`config.mk`:
```
export PLATFORM = sky130hd
export DESIGN_NAME = tmr8_timer
export DESIGN_NICKNAME = d
export VERILOG_FILES = /design/src/rtl/tmr8_pkg.sv /design/src/rtl/tmr8_ctrl_reg.sv /design/src/rtl/tmr8_counter.sv /design/src/rtl/tmr8_out_ff.sv /design/src/rtl/tmr8_timer.sv
export SDC_FILE = /design/constraint.sdc
export NUM_CORES = 1
export LEC_CHECK = 0
export BUFFER_PORTS_ARGS = -buffer_cell sky130_fd_sc_hd__buf_4
export CORE_ASPECT_RATIO = 0.5
export CORE_MARGIN = 5
export CORE_UTILIZATION = 35
export CTS_CLUSTER_SIZE = 30
export DETAILED_ROUTE_END_ITERATION = 8
export SETUP_SLACK_MARGIN = 0.02
export SLEW_MARGIN = 30
export SYNTH_ARGS = -nofsm -noshare
export SYNTH_HDL_FRONTEND = slang
export SYNTH_SLANG_ARGS = --single-unit
```
`constraint.sdc`:
```
create_clock -name clk -period 1.9 [get_ports clk]
set_clock_uncertainty 0.2 [all_clocks]
set_input_delay 0.19 -clock clk [delete_from_list [all_inputs] [get_ports clk]]
set_output_delay 0.19 -clock clk [all_outputs]
set_load 0.02 [all_outputs]
```
`src/rtl/tmr8_pkg.sv`:
```
package tmr8_pkg;

  localparam int B_RUN  = 7;
  localparam int B_PWM  = 6;
  localparam int B_CMDH = 3;
  localparam int B_CMDL = 2;
  localparam int B_INV  = 1;
  localparam int B_OE   = 0;

  // bits that actually hold state; 5:2 are fixed or write-only
  localparam logic [7:0] CTRL_KEEP = 8'hC3;

  typedef enum logic [1:0] {
    FFC_NONE = 2'b00,
    FFC_CLR  = 2'b01,
    FFC_SET  = 2'b10,
    FFC_BAD  = 2'b11
  } ffcmd_e;

  function automatic logic [7:0] merge_ctrl(input logic [7:0] old_v,
                                            input logic [7:0] new_v,
                                            input logic [7:0] msk);
    return ((old_v & ~msk) | (new_v & msk)) & CTRL_KEEP;
  endfunction

  function automatic ffcmd_e decode_cmd(input logic [1:0] d, input logic [1:0] m);
    logic [1:0] eff;
    eff = d & m;
    return ffcmd_e'(eff);
  endfunction

  function automatic logic pin_level(input logic ff, input logic pwm,
                                     input logic lvl, input logic oe);
    return oe & (ff ^ (pwm & lvl));
  endfunction

endpackage

```
`src/rtl/tmr8_ctrl_reg.sv`:
```
module tmr8_ctrl_reg
  import tmr8_pkg::*;
#(
  parameter int CW = 8
) (
  input  logic          clk,
  input  logic          rst_n,
  input  logic          wr_en,
  input  logic          wr_sel,
  input  logic [CW-1:0] wr_data,
  input  logic [CW-1:0] wr_mask,
  output logic          run,
  output logic          run_nxt,
  output logic          pwm,
  output logic          inv_lvl,
  output logic          oe,
  output logic [CW-1:0] cmp_buf,
  output logic          cmd_set,
  output logic          cmd_clr,
  output logic [CW-1:0] rd_data
);

  logic [7:0] ctrl_q;
  logic [7:0] ctrl_d;
  logic       ctrl_wr;
  logic       cmp_wr;
  ffcmd_e     cmd;

  always_comb begin
    ctrl_wr = wr_en & ~wr_sel;
    cmp_wr  = wr_en & wr_sel;
    ctrl_d  = ctrl_wr ? merge_ctrl(ctrl_q, wr_data[7:0], wr_mask[7:0]) : ctrl_q;
    cmd     = ctrl_wr ? decode_cmd(wr_data[B_CMDH:B_CMDL], wr_mask[B_CMDH:B_CMDL])
                      : FFC_NONE;
    cmd_set = (cmd == FFC_SET);
    cmd_clr = (cmd == FFC_CLR);
  end

  always_ff @(posedge clk or negedge rst_n) begin
    if (!rst_n) begin
      ctrl_q  <= 8'h00;
      cmp_buf <= '0;
    end else begin
      ctrl_q <= ctrl_d;
      if (cmp_wr) cmp_buf <= (cmp_buf & ~wr_mask) | (wr_data & wr_mask);
    end
  end

  assign run     = ctrl_q[B_RUN];
  assign run_nxt = ctrl_d[B_RUN];
  assign pwm     = ctrl_q[B_PWM];
  assign inv_lvl = ctrl_q[B_INV];
  assign oe      = ctrl_q[B_OE];
  assign rd_data = wr_sel ? cmp_buf : CW'(ctrl_q);

endmodule

```
`src/rtl/tmr8_counter.sv`:
```
module tmr8_counter #(
  parameter int CW = 8
) (
  input  logic          clk,
  input  logic          rst_n,
  input  logic          run,
  input  logic          run_nxt,
  input  logic          pwm,
  input  logic [CW-1:0] cmp_buf,
  output logic [CW-1:0] count,
  output logic [CW-1:0] cmp_act,
  output logic          match_hit,
  output logic          wrap_hit
);

  localparam logic [CW-1:0] TOP = {CW{1'b1}};

  function automatic logic [CW-1:0] step(input logic [CW-1:0] c,
                                         input logic [CW-1:0] cmp,
                                         input logic free_run);
    if (!free_run && c == cmp) return '0;
    return c + 1'b1;
  endfunction

  assign match_hit = run & (count == cmp_act);
  assign wrap_hit  = run & pwm & (count == TOP);

  always_ff @(posedge clk or negedge rst_n) begin
    if (!rst_n) begin
      count   <= '0;
      cmp_act <= '0;
    end else begin
      if (!run_nxt || !run) count <= '0;
      else                  count <= step(count, cmp_act, pwm);
      if (!run || !pwm || wrap_hit) cmp_act <= cmp_buf;
    end
  end

endmodule

```
`src/rtl/tmr8_out_ff.sv`:
```
module tmr8_out_ff
  import tmr8_pkg::*;
(
  input  logic clk,
  input  logic rst_n,
  input  logic cmd_set,
  input  logic cmd_clr,
  input  logic pwm,
  input  logic inv_lvl,
  input  logic oe,
  input  logic match_hit,
  input  logic wrap_hit,
  output logic ff,
  output logic pin
);

  logic ff_d;

  always_comb begin
    ff_d = ff;
    if (cmd_set)                     ff_d = 1'b1;
    else if (cmd_clr)                ff_d = 1'b0;
    else if (pwm && wrap_hit)        ff_d = 1'b1;
    else if (pwm && match_hit)       ff_d = 1'b0;
    else if (!pwm && inv_lvl && match_hit) ff_d = ~ff;
  end

  always_ff @(posedge clk or negedge rst_n) begin
    if (!rst_n) ff <= 1'b0;
    else        ff <= ff_d;
  end

  assign pin = pin_level(ff, pwm, inv_lvl, oe);

endmodule

```
`src/rtl/tmr8_timer.sv`:
```
module tmr8_timer #(
  parameter int CW = 8
) (
  input  logic          clk,
  input  logic          rst_n,
  input  logic          bus_we,
  input  logic          bus_sel,
  input  logic [CW-1:0] bus_wdata,
  input  logic [CW-1:0] bus_wmask,
  output logic [CW-1:0] bus_rdata,
  output logic [CW-1:0] count_o,
  output logic          tmr_out,
  output logic          match_irq
);

  logic          run, run_nxt, pwm, inv_lvl, oe;
  logic          cmd_set, cmd_clr;
  logic [CW-1:0] cmp_buf, cmp_act;
  logic          match_hit, wrap_hit;
  logic          ff;
  logic          irq_q;

  tmr8_ctrl_reg #(.CW(CW)) u_ctrl (
    .clk(clk), .rst_n(rst_n),
    .wr_en(bus_we), .wr_sel(bus_sel), .wr_data(bus_wdata), .wr_mask(bus_wmask),
    .run(run), .run_nxt(run_nxt), .pwm(pwm), .inv_lvl(inv_lvl), .oe(oe),
    .cmp_buf(cmp_buf), .cmd_set(cmd_set), .cmd_clr(cmd_clr), .rd_data(bus_rdata)
  );

  tmr8_counter #(.CW(CW)) u_cnt (
    .clk(clk), .rst_n(rst_n),
    .run(run), .run_nxt(run_nxt), .pwm(pwm), .cmp_buf(cmp_buf),
    .count(count_o), .cmp_act(cmp_act), .match_hit(match_hit), .wrap_hit(wrap_hit)
  );

  tmr8_out_ff u_off (
    .clk(clk), .rst_n(rst_n),
    .cmd_set(cmd_set), .cmd_clr(cmd_clr), .pwm(pwm), .inv_lvl(inv_lvl), .oe(oe),
    .match_hit(match_hit), .wrap_hit(wrap_hit), .ff(ff), .pin(tmr_out)
  );

  always_ff @(posedge clk or negedge rst_n) begin
    if (!rst_n) irq_q <= 1'b0;
    else        irq_q <= match_hit;
  end

  assign match_irq = irq_q;

endmodule

```
==> summary.txt <==
Yosys
  • Post-synth ARST share: 100%
  • Dominant cell type by area after synthesis: dfrtp_1
  • Most common cell in the synthesized netlist: dfrtp_1
  • Post-synth top area share: 48.7%
  • Yosys synthesis warning count: 0
  • Post-synth EDFFs: 0
  • Seq cells post-synth: 30
  • Cell Area, Synth: roughly 0.0015 sq mm
  • Post-synth cell types: 23
  • Top post-synthesis cells by area: dfrtp_1 (49%), mux2_2 (17%), xor2_1 (6.8%)
  • Mapped Cells: about 140
  • Post-synth net total: 158
  • Avg Cell Area, Syn: 11.4 sq um
  • Prevailing post-synth register cell: dfrtp_1
  • Register area share after synthesis: 48.7%
  • Commonest cells post-synth: dfrtp_1 (30), mux2_2 (23), nand2_1 (17)

Route
  • WL per Instance: 14.4 um
  • Via density: approximately 4.7
  • Initial drt markers: 45
  • Final wirelength: 3710 um
  • Pre-antenna DRT Iters: 4
  • Vias post-DR: 1210
  • ANT nets after route: 0
  • Post-route DRC: 0

Global routing
  • Global Route Usage Sum: 13.3%
  • Number of global-route vias before repair: 1261
  • Gr ovfl total: 0
  • Global-route wire length before repair: 6160 um
  • Largest net degree at the start of global routing: 31
  • Initial antenna violation count: 0

Floorplanning
  • Die span in y: 56.9 um
  • I/O pin count: 38
  • Core Footprint: 0.00432 sq mm
  • Starting density of the core: a little over a third
  • Row cnt: 17
  • Die ar.: 0.00591 sq mm
  • Die X: 104 um

Critical path
  • Worst Path Arrival: roughly 1900 ps
  • Critical path type: reg2reg
  • Worst-path fanout max: 8
  • Critical Path Start Type: flip-flop
  • Worst Path Required: 1870 ps
  • Setup crit end kind: flip-flop

Layout
  • Finished Cell Area: between 0.002 and 0.0025 sq mm
  • Layout cells sized above 1: 46.0%
  • Layout Nets: 222
  • Fillers: roughly 390
  • Finished Layout Cells: 257
  • Antenna Cells: 0
  • Area Overhead vs Synth: 44.3%

STA
  • RSZ-0062 raised after global routing: true
  • Worst Tran Pin Value: 442 ps
  • Fmax: 531 MHz
  • Final worst setup slack: 16.4 ps
  • Final setup vio count: 0
  • Period utilisation layout: 99.1%
  • Crit path time final: 1880 ps
  • Pins Over Slew Limit: 0
  • Hold Fails Final Rpt: 0
  • Slew headroom: a little over two thirds

Power and ir drop
  • PD cells: about 940 mW/mm^2
  • Pleak: 1.05 nW
  • Peak supply drop: around 0.47 mV

Clocking
  • H-tree levels: 2
  • CTS tree: done
  • Total clock sinks: 30
  • Worst-Skew Late Latency: 280 ps
  • TritonCTS Buffers: 5
  • Reg clk slew, reported paths: 60 ps
  • CTS max path bufs: 2
  • Root buffer cell: clkbuf_8

Placed design
  • Place WS: -67.6 ps
  • DP Area: around 0.0020 sq mm
  • Placed instance count: 238
  • IO Port Bufs: 37
  • Placer Congestion: 0.762

Outcome
  • Status: finished, final reports clean

Hold path
  • HP Class: in2reg

Job
  • # Max-Cap Violations: 0
[where the power goes]
| part | total, mW | leakage (nW) | switching [mW] | internal, mW |
|---|---|---|---|---|
| Combinational | 0.689 | 0.631 | 0.322 | 0.367 |
| Sequential | 0.879 | 0.369 | 0.112 | 0.767 |
| Clock | 0.526 | 0.0482 | 0.234 | 0.292 |
[final cells by class]
| class | instances | area [sq um] | share of cell area [%] |
|---|---|---|---|
| clock inverters | 1 | 5.00 | 0.225 |
| multi-input cells | 98 | 818 | 36.8 |
| repair buffers | 59 | 469 | 21.1 |
| flip-flops and latches | 30 | 753 | 33.9 |
| inverters | 5 | 18.8 | 0.845 |
| well taps | 57 | 71.3 | 3.21 |
| clock buffers | 7 | 86.3 | 3.89 |
[routing by layer]
layer	GRT usage [%]	vias to the layer above	routed length (um)
met5	0	-	0
met4	5.54	0	70
met3	4.13	10	161
met2	19.5	30	1660
met1	18.3	584	1820
li1	-	586	-
[placed cells by master (no fill, tap or decap), drive strengths merged]
cell / instances
nand3: 5
buf: 50
a21oi: 3
dlygate4sd3: 9
o21ai: 1
ha: 3
dfrtp: 30
mux2i: 1
xor2: 12
inv: 5
nand4: 3
o221ai: 2
nand2: 19
clkbuf: 7
mux2: 23
and2: 7
nor2b: 1
nand4bb: 1
clkinv: 1
or3: 1
nor2: 11
xnor2: 3
nor4: 2
[final timing paths]
path	endpoint	slack, ps	depth (start not counted)	from
worst max-delay path	u_cnt.cmp_act[5]$_DFFE_PN0P_	20	5	u_cnt.count[0]$_DFF_PN0_
worst min-delay path	flip-flop	40	3	bus_wmask[5]
worst max register to register	u_cnt.cmp_act[5]$_DFFE_PN0P_	20	5	u_cnt.count[0]$_DFF_PN0_
worst min register to register	flip-flop	330	1	flip-flop
max in group asynchronous	u_cnt.count[1]$_DFF_PN0_	980	2	rst_n
min in group asynchronous	async pin	200	2	rst_n
[through the flow]
stage	hold slack (ps)	setup TNS, ps	utilization, %	power (mW)
final	36.6	0	51.5	2.09
after global placement	-59.7	-381	46.0	1.49
after global routing	33.4	-631	51.5	2.22
after detailed placement	-52.9	-432	46.0	1.50
after floorplan	-306	-62.1	-	1.25
after CTS	31.3	0	51.0	2.09
[repair_timing]
| item | CTS | global route |
|---|---|---|
| hold buffers | 9 | 0 |
| pin swaps | 7 | 7 |
| endpoints found under the setup margin | 10 | 17 |
| resized for setup | 3 | 6 |
| buffers inserted | 2 | 0 |
| endpoints found under the hold margin | 42 | 0 |
[worst max-delay path, stage by stage, from the launching register on]
cell	delay, ps
dfrtp_2	390
ha_4	130
nand4_1	110
or3_4	430
nand3_4	150
mux2_2	350
[kinds of logic (layout without fill, tap and decap cells)]
family | Yosys count | count (layout) | share of synthesized area, %
buffers and inverters | 7 | 72 | 1.71
DFF | 30 | 30 | 48.7
AOI/OAI and AO/OA | 6 | 6 | 3.98
adders and majority gates | 3 | 3 | 2.44
xor gates and xnor gates | 15 | 15 | 8.53
and+or+nand+nor | 50 | 50 | 17.1
muxes | 24 | 24 | 17.5
Power figures use the tool's default switching activity.
